**config.mk**
```make
export PLATFORM = sky130hd
export DESIGN_NAME = dual_lvds_deser
export DESIGN_NICKNAME = d
export VERILOG_FILES = /design/src/rtl/dld_pkg.sv /design/src/rtl/dld_frame_timer.sv /design/src/rtl/dld_lane_shifter.sv /design/src/rtl/dld_chan_out.sv /design/src/rtl/dual_lvds_deser.sv
export SDC_FILE = /design/constraint.sdc
export NUM_CORES = 1
export LEC_CHECK = 0
export BUFFER_PORTS_ARGS = -buffer_cell sky130_fd_sc_hd__buf_4
export CAP_MARGIN = 20
export CORE_MARGIN = 3
export CORE_UTILIZATION = 30
export CTS_BUF_LIST = sky130_fd_sc_hd__clkbuf_8
export DETAILED_ROUTE_END_ITERATION = 10
export SLEW_MARGIN = 15
export SYNTH_ARGS = -nofsm -noshare
export SYNTH_HDL_FRONTEND = slang
export SYNTH_SLANG_ARGS = --single-unit
```
**constraint.sdc**
```tcl
create_clock -name clk -period 3.56 [get_ports clk]
set_input_delay 0.356 -clock clk [delete_from_list [all_inputs] [get_ports clk]]
set_output_delay 0.356 -clock clk [all_outputs]
set_load 0.01 [all_outputs]
```
**src/rtl/dld_pkg.sv**
```systemverilog
package dld_pkg;

  // Number of parallel channels (fixed by the lane split).
  localparam int NCH    = 2;
  // Control bits carried on the first lane of channel 0.
  localparam int CTL_W  = 5;
  // Width of the control register.
  localparam int CTRL_W = 5;

  // Control register layout, bit 0 first: single_px, ch0_off, ch1_off,
  // skew_en, skew_ch.
  typedef struct packed {
    logic skew_ch;
    logic skew_en;
    logic ch1_off;
    logic ch0_off;
    logic single_px;
  } ctrl_t;

endpackage

```
**src/rtl/dld_frame_timer.sv**
```systemverilog
module dld_frame_timer #(
  parameter int BITS = 7
) (
  input  logic clk,
  input  logic rst_n,
  input  logic pwr_dn,
  input  logic edge_fall,
  output logic cap_o,
  output logic ld_main_o,
  output logic ld_late_o,
  output logic out_clk_o
);

  localparam int CNT_W = $clog2(BITS);
  localparam int HI    = (BITS + 1) / 2;
  localparam logic [CNT_W-1:0] LAST_C = CNT_W'(BITS - 1);
  localparam logic [CNT_W-1:0] HI_C   = CNT_W'(HI);
  localparam logic [CNT_W-1:0] ZERO_C = '0;

  logic [CNT_W-1:0] cnt_q, cnt_d;
  logic             oclk_q, oclk_d;

  always_comb begin
    if (pwr_dn) begin
      cnt_d  = '0;
      oclk_d = 1'b0;
    end else begin
      cnt_d  = (cnt_q == LAST_C) ? '0 : cnt_q + 1'b1;
      oclk_d = (cnt_q < HI_C);
    end
  end

  always_ff @(posedge clk or negedge rst_n) begin
    if (!rst_n) begin
      cnt_q  <= '0;
      oclk_q <= 1'b0;
    end else begin
      cnt_q  <= cnt_d;
      oclk_q <= oclk_d;
    end
  end

  // The main load point sits on the selected out_clk edge, the late one on
  // the opposite edge.
  assign cap_o     = !pwr_dn && (cnt_q == LAST_C);
  assign ld_main_o = !pwr_dn && (cnt_q == (edge_fall ? HI_C : ZERO_C));
  assign ld_late_o = !pwr_dn && (cnt_q == (edge_fall ? ZERO_C : HI_C));
  assign out_clk_o = oclk_q;

endmodule

```
**src/rtl/dld_lane_shifter.sv**
```systemverilog
module dld_lane_shifter #(
  parameter int LANES = 5,
  parameter int BITS  = 7
) (
  input  logic                   clk,
  input  logic                   rst_n,
  input  logic                   pwr_dn,
  input  logic                   cap_i,
  input  logic [LANES-1:0]       lane_i,
  output logic [LANES*BITS-1:0]  word_o
);

  localparam int WORD = LANES * BITS;

  logic [WORD-1:0] frame_w;
  logic [WORD-1:0] word_q, word_d;

  for (genvar l = 0; l < LANES; l++) begin : g_lane
    logic [BITS-2:0] sh_q, sh_d;

    // The newest bit enters at the top, so the first bit of a slot ends up
    // at position 0.
    always_comb begin
      sh_d = pwr_dn ? '0 : {lane_i[l], sh_q[BITS-2:1]};
    end

    always_ff @(posedge clk or negedge rst_n) begin
      if (!rst_n) sh_q <= '0;
      else        sh_q <= sh_d;
    end

    assign frame_w[l*BITS +: BITS] = {lane_i[l], sh_q};
  end

  always_comb begin
    if (pwr_dn)     word_d = '0;
    else if (cap_i) word_d = frame_w;
    else            word_d = word_q;
  end

  always_ff @(posedge clk or negedge rst_n) begin
    if (!rst_n) word_q <= '0;
    else        word_q <= word_d;
  end

  assign word_o = word_q;

endmodule

```
**src/rtl/dld_chan_out.sv**
```systemverilog
module dld_chan_out #(
  parameter int W = 35
) (
  input  logic         clk,
  input  logic         rst_n,
  input  logic         pwr_dn,
  input  logic         zero_i,
  input  logic         en_i,
  input  logic         late_i,
  input  logic         ld_main_i,
  input  logic         ld_late_i,
  input  logic [W-1:0] word_i,
  output logic [W-1:0] data_o
);

  logic [W-1:0] stage_q, stage_d;
  logic [W-1:0] out_q, out_d;

  // The stage keeps the frame taken at the main point, so the late copy
  // always shows the same frame as the other channel.
  always_comb begin
    if (pwr_dn)                 stage_d = '0;
    else if (en_i && ld_main_i) stage_d = word_i;
    else                        stage_d = stage_q;
  end

  always_comb begin
    if (pwr_dn || zero_i)                  out_d = '0;
    else if (en_i && !late_i && ld_main_i) out_d = word_i;
    else if (en_i && late_i && ld_late_i)  out_d = stage_q;
    else                                   out_d = out_q;
  end

  always_ff @(posedge clk or negedge rst_n) begin
    if (!rst_n) begin
      stage_q <= '0;
      out_q   <= '0;
    end else begin
      stage_q <= stage_d;
      out_q   <= out_d;
    end
  end

  assign data_o = out_q;

endmodule

```
**src/rtl/dual_lvds_deser.sv**
```systemverilog
module dual_lvds_deser
  import dld_pkg::*;
#(
  parameter int LANES_PER_CH  = 5,
  parameter int BITS_PER_LANE = 7,
  parameter int ADDR_W        = 2
) (
  input  logic                                        clk,
  input  logic                                        rst_n,
  input  logic                                        pwr_dn,
  input  logic                                        edge_fall,
  input  logic [NCH*LANES_PER_CH-1:0]                 ser_lane,
  input  logic                                        cfg_we,
  input  logic [ADDR_W-1:0]                           cfg_addr,
  input  logic [CTRL_W-1:0]                           cfg_wdata,
  output logic                                        out_clk,
  output logic [LANES_PER_CH*BITS_PER_LANE-CTL_W-1:0] ch0_rgb,
  output logic [LANES_PER_CH*BITS_PER_LANE-CTL_W-1:0] ch1_rgb,
  output logic                                        hsync,
  output logic                                        vsync,
  output logic                                        de,
  output logic [1:0]                                  usr
);

  localparam int WORD = LANES_PER_CH * BITS_PER_LANE;
  localparam logic [ADDR_W-1:0] CTRL_ADDR = '0;

  // Control register.
  ctrl_t ctrl_q, ctrl_d;

  always_comb begin
    if (cfg_we && (cfg_addr == CTRL_ADDR)) ctrl_d = ctrl_t'(cfg_wdata);
    else                                   ctrl_d = ctrl_q;
  end

  always_ff @(posedge clk or negedge rst_n) begin
    if (!rst_n) ctrl_q <= '0;
    else        ctrl_q <= ctrl_d;
  end

  // Slot framing and strobe points.
  logic cap_w, ld_main_w, ld_late_w;

  dld_frame_timer #(.BITS(BITS_PER_LANE)) u_timer (
    .clk       (clk),
    .rst_n     (rst_n),
    .pwr_dn    (pwr_dn),
    .edge_fall (edge_fall),
    .cap_o     (cap_w),
    .ld_main_o (ld_main_w),
    .ld_late_o (ld_late_w),
    .out_clk_o (out_clk)
  );

  // Per-channel qualifiers.
  logic [NCH-1:0] en_w, zero_w;

  always_comb begin
    en_w[0]   = !ctrl_q.ch0_off;
    en_w[1]   = !ctrl_q.ch1_off && !ctrl_q.single_px;
    zero_w[0] = 1'b0;
    zero_w[1] = ctrl_q.single_px;
  end

  logic [WORD-1:0] word_w [NCH];
  logic [WORD-1:0] out_w  [NCH];

  for (genvar c = 0; c < NCH; c++) begin : g_ch
    logic late_w;
    assign late_w = ctrl_q.skew_en && (ctrl_q.skew_ch == 1'(c));

    dld_lane_shifter #(.LANES(LANES_PER_CH), .BITS(BITS_PER_LANE)) u_shift (
      .clk    (clk),
      .rst_n  (rst_n),
      .pwr_dn (pwr_dn),
      .cap_i  (cap_w),
      .lane_i (ser_lane[c*LANES_PER_CH +: LANES_PER_CH]),
      .word_o (word_w[c])
    );

    dld_chan_out #(.W(WORD)) u_out (
      .clk       (clk),
      .rst_n     (rst_n),
      .pwr_dn    (pwr_dn),
      .zero_i    (zero_w[c]),
      .en_i      (en_w[c]),
      .late_i    (late_w),
      .ld_main_i (ld_main_w),
      .ld_late_i (ld_late_w),
      .word_i    (word_w[c]),
      .data_o    (out_w[c])
    );
  end

  // Unpack: colour above the control field, control only used on channel 0.
  assign ch0_rgb                   = out_w[0][WORD-1:CTL_W];
  assign ch1_rgb                   = out_w[1][WORD-1:CTL_W];
  assign {usr, de, vsync, hsync}   = out_w[0][CTL_W-1:0];

  logic ch1_ctl_unused;
  assign ch1_ctl_unused = ^out_w[1][CTL_W-1:0];

endmodule

```
==> flow_summary.yaml, run 1 <==
grt:
  grt_pass1_vias: 7310
  grt_util_all_layers: 0.130
  antenna_found_initial: 0
  grt_overflow: 0
  grt_pass1_wl_um: 40400
  grt_max_degree: 170
floorplanning:
  die_h_um: 194
  die_x_um: 194
  initial_core_util: 0.306
  rows: 68
  io_pins: 88
  die-area_sq_um: 37600
  core_area_sq_um: 34600
synth:
  yosysTopAreaCellShare: 0.612
  ys_warn_count: 0
  seq_area_frac_synth: 0.612
  synth_cells: 897
  ys_ff_latch: 259
  synth.area.top_cells: "dfrtp_1 61%, nand2_1 7.9%, mux2_2 6.5%"
  synth_cell_types: 28
  synth.avg_cell_area_sq_um: 11.8
  synth_fp_nets: 919
  syn_area_sq_um: 10600
  synth_top_area_cell: "dfrtp_1"
clock_network:
  cts_setup_buffers: 0
  cts.reportedPaths.clkPinSlew_ns: 0.06
  numCtsBuffers: 46
  clock_latency_ns: 0.56
  cts_sinks: 259
  tritoncts: "yes"
  post_cts_resized: 0
  cts_hold_buf: 1
  cts.path.max_buffers: 3
  clk_root_buffer_cell: "clkbuf_8"
  htreeDepth: 2
timing:
  slew_headroom: 0.370
  drv_slew: 0
  final.setup_skew_ns: 0.0251
  fin_crit_ns: 2.44
  worst_slew_pin_slew_ns: 0.944
  fin_crit_sh: 0.687
  hold_viol_final: 0
  rsz0062_at_grt: "false"
  finalSetupViolations: 0
  fmax_ghz: 0.409
  fin_setup_tns_ns: 0
route:
  drc: 0
  antenna_left: 0
  dr.pass1.iters: 6
  num_vias: 6963
  post_drt_via_cell_ratio: 4.71
  post_drt_wl_per_cell_um: 16.6
  drt_wl_total_um: 24600
  drt-initial-drc-count: 272
power_and_ir_drop:
  pwr_density_cell_nw_per_um2: 522
  total_power_mw: 6.70
  p_leak_nw: 6.18
  peakVddDrop_mv: 0.252
setup_path:
  crit_top_cell: "buf_4"
  path_cells: "nor4_4, buf_4, and3_1, buf_4, nand2_1, a311oi_2"
  path_class: "reg2reg"
  path_depth: 6
  end_kind: "flip-flop"
  path_buf_inv: 2
  slowest_stage: "dfrtp_1"
  startpoint_type: "flip-flop"
  critPathTopFamily: "buffers and inverters"
  max_stage_delay_ns: 0.49
  crit_arrival_ns: 2.89
  worstRegToRegCells: 6
  cp.required_ns: 4.00
  worstPathMaxFanout: 40
finish:
  n_fill_cell: 3379
  antenna_cells: 0
  area_delta_synth_final_pct: 21.2
  final_util: 0.371
  nNetsFinal: 1009
  drive_above_1_share: 0.267
status:
  status: "completed"
placed_design:
  gp_congestion: 0.716
  port_buffers: 87
  dp_hpwl_um: 13800
hold_path:
  whs_path_depth: 2
  min_path_type: "in2reg"
run:
  maxCapViolations: 0
## cells in the final DEF, fill, tap and decap left out, types with 6 or more instances in the layout
cell type / count
nand2_1: 223
a21oi_1: 50
mux2_2: 61
buf_12: 6
clkbuf_8: 60
o2bb2ai_1: 30
inv_1: 16
nor2b_1: 55
mux2i_1: 31
buf_4: 100
nand3b_1: 60
a311oi_2: 30
dfrtp_1: 259
## Yosys cell counts
library cell	instances
a211oi_1	1
mux2_2	61
nor2_2	1
a21oi_1	50
inv_1	1
xnor2_4	1
mux2i_1	31
a311oi_2	30
nor3_1	1
nand2_1	223
and3_1	3
xnor2_1	1
and2_1	2
nand4_1	1
clkbuf_1	44
nor3b_1	1
buf_4	3
a311oi_1	6
nor2_1	5
nand2b_1	1
nor4_2	1
nand3b_1	60
dfrtp_1	259
nor2b_1	55
nand3_1	4
buf_2	20
xnor2_2	1
o2bb2ai_1	30
## report_power, final
part | total (mW) | internal [mW] | switching [mW]
logic | 0.632 | 0.236 | 0.396
registers | 3.12 | 3.04 | 0.0705
clock network | 2.95 | 1.73 | 1.22
## cell type report
type	instances	area (sq um)	area share
multi-input combinational	570	3860	0.301
clock inverter	23	191	0.0149
sequential	259	6480	0.505
timing repair buffer	109	907	0.0706
clock buffer	60	826	0.0643
inverter	1	3.75	0.000292
tap	455	569	0.0443
## state kept, by name, indices dropped and copies added, names as in the netlist
register / flops
g_ch.u_out.data_o: 65
g_ch.u_out.stage_q: 65
g_ch.u_shift.word_o: 65
g_ch.u_shift.g_lane.sh_q: 55
ctrl_q: 5
u_timer.cnt_q: 3
u_timer.out_clk_o: 1
## kinds of logic (layout without fill, tap and decap cells)
logic type,Yosys count,count (layout),synth area share
muxes,92,92,0.0942
DFF,259,259,0.612
and+or+nand+nor,358,358,0.165
AOI/OAI and AO/OA,117,117,0.0966
buffers and inverters,68,193,0.0275
xor gates and xnor gates,3,3,0.00496
## path summary, 6_finish.rpt
kind,startpoint,to,slack (ns)
max in group asynchronous,rst_n,g_ch[0].u_shift.g_lane[4].sh_q[5],2.20
min in group asynchronous,rst_n,g_ch[1].u_out.data_o[34],0.47
worst max register to register,u_timer.cnt_q[1],g_ch[0].u_out.data_o[25],1.12
worst min-delay path,cfg_wdata[2],ctrl_q[2],0.05
worst max-delay path,u_timer.cnt_q[1],g_ch[0].u_out.data_o[25],1.12
worst min register to register,g_ch[1].u_shift.word_o[22],g_ch[1].u_out.stage_q[22],0.47
## layer usage
| layer | routed length [um] | GRT usage | up-vias | part of all wire |
|---|---|---|---|---|
| li1 | - | - | 3257 | - |
| met1 | 11700 | 0.181 | 3532 | 0.48 |
| met2 | 11300 | 0.206 | 146 | 0.46 |
| met3 | 1230 | 0.0295 | 28 | 0.050 |
| met4 | 347 | 0.0343 | 0 | 0.014 |
| met5 | 0 | 0 | - | 0 |
## metrics by stage
stage / instances / cell area (sq um) / hold slack, ns / setup slack, ns
3_5_place_dp: 1393 / 11800 / 0.475 / 1.14
6_report: 1477 / 12800 / 0.0473 / 1.12
3_3_place_gp: 1393 / 11800 / 0.470 / 1.16
4_1_cts: 1477 / 12800 / 0.00972 / 1.13
2_1_floorplan: 897 / 10600 / 0.0604 / 1.79
5_1_grt: 1477 / 12800 / 0.0188 / 0.906
(Power assumes the default switching activity.)
==> inputs of run 2 (changes only) <==
- clock period: 3.56 -> 2.15 ns (I/O delays scaled with it)
==> flow_summary.yaml, run 2 (synthesis results as in run 1) <==
placed_design:
  dp_hpwl_um: 14100
  port_buffers: 87
  dp.cells: 1403
  gp_congestion: 0.712
  pre_cts_ws_ns: 0.279
timing:
  fin_ws_ns: 0.268
  drv_slew: 0
  worst_slew_pin_slew_ns: 0.637
  final.setup_skew_ns: 0.0266
  hold_viol_final: 0
  fin_crit_ns: 1.88
  fin_setup_tns_ns: 0
  fmax_ghz: 0.531
  rsz0062_at_grt: "false"
  finalSetupViolations: 0
  slew_headroom: 0.574
  fin_crit_sh: 0.875
floorplanning:
  die-area_sq_um: 37600
  die_h_um: 194
  rows: 68
  die_x_um: 194
  io_pins: 88
  core_area_sq_um: 34600
  initial_core_util: 0.306
grt:
  grt_pass1_wl_um: 41200
  grt_overflow: 0
  grt_util_all_layers: 0.133
  grt_max_degree: 97
  grt_pass1_vias: 7343
  antenna_found_initial: 1
power_and_ir_drop:
  p_comb_frac: 0.105
  p_sw_mw: 2.74
  p_int_mw: 7.93
  pwr-share-seq: 0.484
  total_power_mw: 10.7
  netSwitchingFraction: 0.257
  p_leak_nw: 6.26
  pwr_density_cell_nw_per_um2: 820
  clkPwrFrac: 0.411
  peakVddDrop_mv: 0.439
setup_path:
  cp.required_ns: 2.57
  path_class: "reg2reg"
  end_kind: "flip-flop"
  crit_arrival_ns: 2.30
  startpoint_type: "flip-flop"
  worstPathMaxFanout: 17
clock_network:
  clk_root_buffer_cell: "clkbuf_8"
  post_cts_resized: 0
  tritoncts: "yes"
  cts.reportedPaths.clkPinSlew_ns: 0.06
  cts_sinks: 259
  htreeDepth: 2
  numCtsBuffers: 45
  clock_latency_ns: 0.55
  cts_hold_buf: 16
  cts_setup_buffers: 0
  cts.path.max_buffers: 3
finish:
  layout_common_cells: "259 x dfrtp_1, 223 x nand2_1, 104 x buf_4, 61 x mux2_2, 60 x nand3b_1"
  drive_above_1_share: 0.267
  n_fill_cell: 3375
  area_delta_synth_final_pct: 22.8
  nNetsFinal: 1033
  final_common_cell: "dfrtp_1"
  regArea_sq_um: 6480
  antenna_cells: 0
  multi_input_area_sq_um: 3860
  final_cells: 1496
route:
  num_vias: 7058
  drc: 0
  drt-initial-drc-count: 385
  dr.pass1.iters: 4
  antenna_left: 0
  drt_wl_total_um: 24900
  post_drt_wl_per_cell_um: 16.7
  post_drt_via_cell_ratio: 4.72
status:
  status: "completed"
run:
  maxCapViolations: 0
hold_path:
  min_path_type: "in2async"
==> run 2: cell types whose count changed in the layout (fill, tap and decap cells not counted), sizes merged <==
cell	delta
clkinv	+2
dlygate4sd3	+15
clkinvlp	-1
bufinv	-2
clkbuf	-5
buf	+10
==> run 2: path summary, 6_finish.rpt <==
path / from / endpoint / slack (ns) / depth (start not counted)
hold reg to reg: g_ch[0].u_shift.word_o[21] / g_ch[0].u_out.stage_q[21] / 0.48 / 2
min in group clk: cfg_addr[1] / ctrl_q[0] / 0.18 / 4
hold / removal: rst_n / g_ch[1].u_out.data_o[30] / 0.12 / 2
setup reg to reg: u_timer.cnt_q[1] / g_ch[0].u_out.data_o[34] / 0.27 / 5
max in group asynchronous: rst_n / g_ch[1].u_shift.word_o[30] / 1.30 / 3
setup / recovery: u_timer.cnt_q[1] / g_ch[0].u_out.data_o[34] / 0.27 / 5
==> run 2: cell type report <==
type,count,area share
flip-flops and latches,259,0.498
multi-input cells,570,0.297
repair buffers,134,0.0928
clock buffers,55,0.0582
well taps,455,0.0438
clock inverters,22,0.0100
inverters,1,0.000288
==> run 2: metrics by stage <==
stage,area [sq um],util,hold WS (ns)
after floorplan,10600,-,-0.0806
after global placement,12000,0.345,0.0855
after detailed placement,12000,0.345,0.0806
after CTS,13000,0.376,0.0906
after global routing,13000,0.376,0.124
final,13000,0.376,0.121
==> run 2: critical path, cell delays in order, from the launching register on <==
cell      delay, ns
dfrtp_1        0.47
nor4_4         0.37
and3_1         0.26
buf_4          0.27
nand2_1        0.08
a311oi_1       0.30
==> run 2: metal layers <==
| layer | vias up | global-route usage | wire length, um | share of wire |
|---|---|---|---|---|
| met4 | 2 | 0.0391 | 569 | 0.023 |
| met2 | 140 | 0.216 | 11600 | 0.46 |
| met5 | - | 0 | 17 | 0.00068 |
| met1 | 3552 | 0.181 | 11700 | 0.47 |
| li1 | 3317 | - | - | - |
| met3 | 47 | 0.0299 | 1100 | 0.044 |
==> run 2: power by group through the flow <==
stage                     Clock, mW  Sequential (mW)  Combinational, mW
after floorplan                   0             5.23              0.578
after global placement            0             5.25               1.11
after detailed placement          0             5.25               1.12
after CTS                      4.55             5.16               1.15
after global routing           4.79             5.18               1.23
final                          4.38             5.16               1.12
==> inputs of run 3 (changes only) <==
- CORE_ASPECT_RATIO: default -> 1.25
==> flow_summary.yaml, run 3 (synthesis results as in run 1) <==
floorplanning:
  initial_core_util: 0.306
  die-area_sq_um: 37600
  die_x_um: 174
  core_area_sq_um: 34600
  io_pins: 88
  rows: 76
  die_h_um: 216
timing:
  fmax_ghz: 0.508
  worst_slew_pin_slew_ns: 0.623
  fin_crit_ns: 1.97
  fin_crit_sh: 0.915
  fin_setup_tns_ns: 0
  finalSetupViolations: 0
  drv_slew: 0
  fin_ws_ns: 0.182
  hold_viol_final: 0
  rsz0062_at_grt: "false"
  slew_headroom: 0.584
  final.setup_skew_ns: 0.0242
clock_network:
  cts.path.max_buffers: 3
  clock_latency_ns: 0.56
  tritoncts: "yes"
  htreeDepth: 2
  cts_sinks: 259
  clk_root_buffer_cell: "clkbuf_8"
  numCtsBuffers: 41
  post_cts_resized: 0
  cts.reportedPaths.clkPinSlew_ns: 0.07
setup_path:
  ff2ff_setup_slack_ns: 0.18
  path_buf_inv: 2
  crit_arrival_ns: 2.37
  r2r-start: "u_timer.cnt_q[1]"
  startpoint_type: "flip-flop"
  end_kind: "flip-flop"
  cp.required_ns: 2.55
  reg2reg_to: "g_ch[0].u_out.data_o[10]"
  max_stage_delay_ns: 0.49
  path_class: "reg2reg"
  slowest_stage: "dfrtp_1"
  worstPathMaxFanout: 19
  worstRegToRegCells: 5
  critPathTopFamily: "simple AND/OR/NAND/NOR gates"
  cp-startpoint: "u_timer.cnt_q[1]"
  path_cells: "nor4_4, buf_4, and2_2, buf_4, a311oi_2"
  crit_top_cell: "buf_4"
route:
  num_vias: 7134
  drt-initial-drc-count: 450
  route.top_layer_used: "met4"
  post_drt_via_cell_ratio: 4.75
  drc: 0
  antenna_left: 0
  post_drt_wl_per_cell_um: 16.7
  met1_length_um: 11200
  drt_wl_total_um: 25100
  dr_wl_met3_um: 915
  wl_met2_um: 12400
  dr.pass1.iters: 5
finish:
  drive_above_1_share: 0.265
  final_cells: 1503
  layout_common_cells: "259 x dfrtp_1, 223 x nand2_1, 101 x buf_4, 61 x mux2_2, 60 x nand3b_1"
  nNetsFinal: 1028
  area_delta_synth_final_pct: 22.5
  final_util: 0.375
  final_common_cell: "dfrtp_1"
grt:
  grt_pass1_wl_um: 41600
  grt_util_all_layers: 0.136
  grt_overflow: 0
  antenna_found_initial: 0
  grt_max_degree: 120
  grt_pass1_vias: 7564
power_and_ir_drop:
  peakVddDrop_mv: 0.305
  pwr_density_cell_nw_per_um2: 807
  p_leak_nw: 6.21
status:
  status: "completed"
placed_design:
  gp_congestion: 0.735
  port_buffers: 87
  pre_cts_ws_ns: 0.186
  dp_hpwl_um: 15100
  dp.cells: 1414
hold_path:
  min_path_type: "in2async"
run:
  maxCapViolations: 0
[run 3: cell types whose count changed in the layout (fill, tap and decap cells not counted), sizes merged]
cell | previous run | this run
clkinv | 5 | 4
clkinvlp | 0 | 1
diode | 0 | 1
dlygate4sd3 | 16 | 17
bufinv | 1 | 0
clkbuf | 55 | 54
buf | 118 | 116
inv | 17 | 13
[run 3: layer usage]
| metal | track usage | vias to the layer above |
|---|---|---|
| met4 | 0.0480 | 0 |
| met1 | 0.177 | 3636 |
| li1 | - | 3299 |
| met2 | 0.229 | 158 |
| met5 | 0 | - |
| met3 | 0.0221 | 41 |
[run 3: power by group]
group | internal, mW | switching (mW) | total, mW | leakage [nW]
clock | 2.25 | 1.94 | 4.19 | 0.466
combinational | 0.452 | 0.662 | 1.11 | 2.19
sequential | 5.04 | 0.130 | 5.17 | 3.55
[run 3: worst max-delay path by stage]
| stage | to | cells past startpoint | slack, ns |
|---|---|---|---|
| finish | g_ch[0].u_out.data_o[10] | 5 | 0.18 |
| global route | g_ch[0].u_out.data_o[13] | 5 | 0.07 |
| floorplan | g_ch[0].u_out.data_o[13] | 7 | 0.38 |
| CTS | g_ch[0].u_out.data_o[6] | 5 | 0.18 |
| detailed placement | g_ch[0].u_out.data_o[10] | 5 | 0.19 |
| global placement | g_ch[0].u_out.data_o[0] | 5 | 0.25 |
[run 3: worst register-to-register path: cells and delay by family (launching register included)]
| kind | cells | cell delay, ns |
|---|---|---|
| AND/OR/NAND/NOR | 2 | 0.61 |
| AO/OA/AOI/OAI | 1 | 0.15 |
| flip-flops | 1 | 0.49 |
| buffers and inverters | 2 | 0.58 |
[run 3: final cells by class]
type                    count  area (sq um)
fillers                  3386         21600
flip-flops and latches    259          6480
multi-input cells         570          3860
repair buffers            133          1210
clock buffers              54           743
well taps                 468           586
clock inverters            17          82.6
inverters                   1          3.75
diodes                      1          2.50
[run 3: per-stage QoR]
step | hold WS (ns) | instance area [sq um] | power (mW)
floorplan | -0.0806 | 10600 | 5.81
global placement | 0.110 | 12000 | 6.36
detailed placement | 0.109 | 12000 | 6.38
CTS | 0.0922 | 13000 | 10.7
global route | 0.122 | 13000 | 11.0
finish | 0.133 | 13000 | 10.5
[run 3: what timing repair did]
item                       CTS  global route
hold buffers                17             0
hold endpoints to repair   241             0
setup endpoints to repair    0             0
setup buffers                0             0
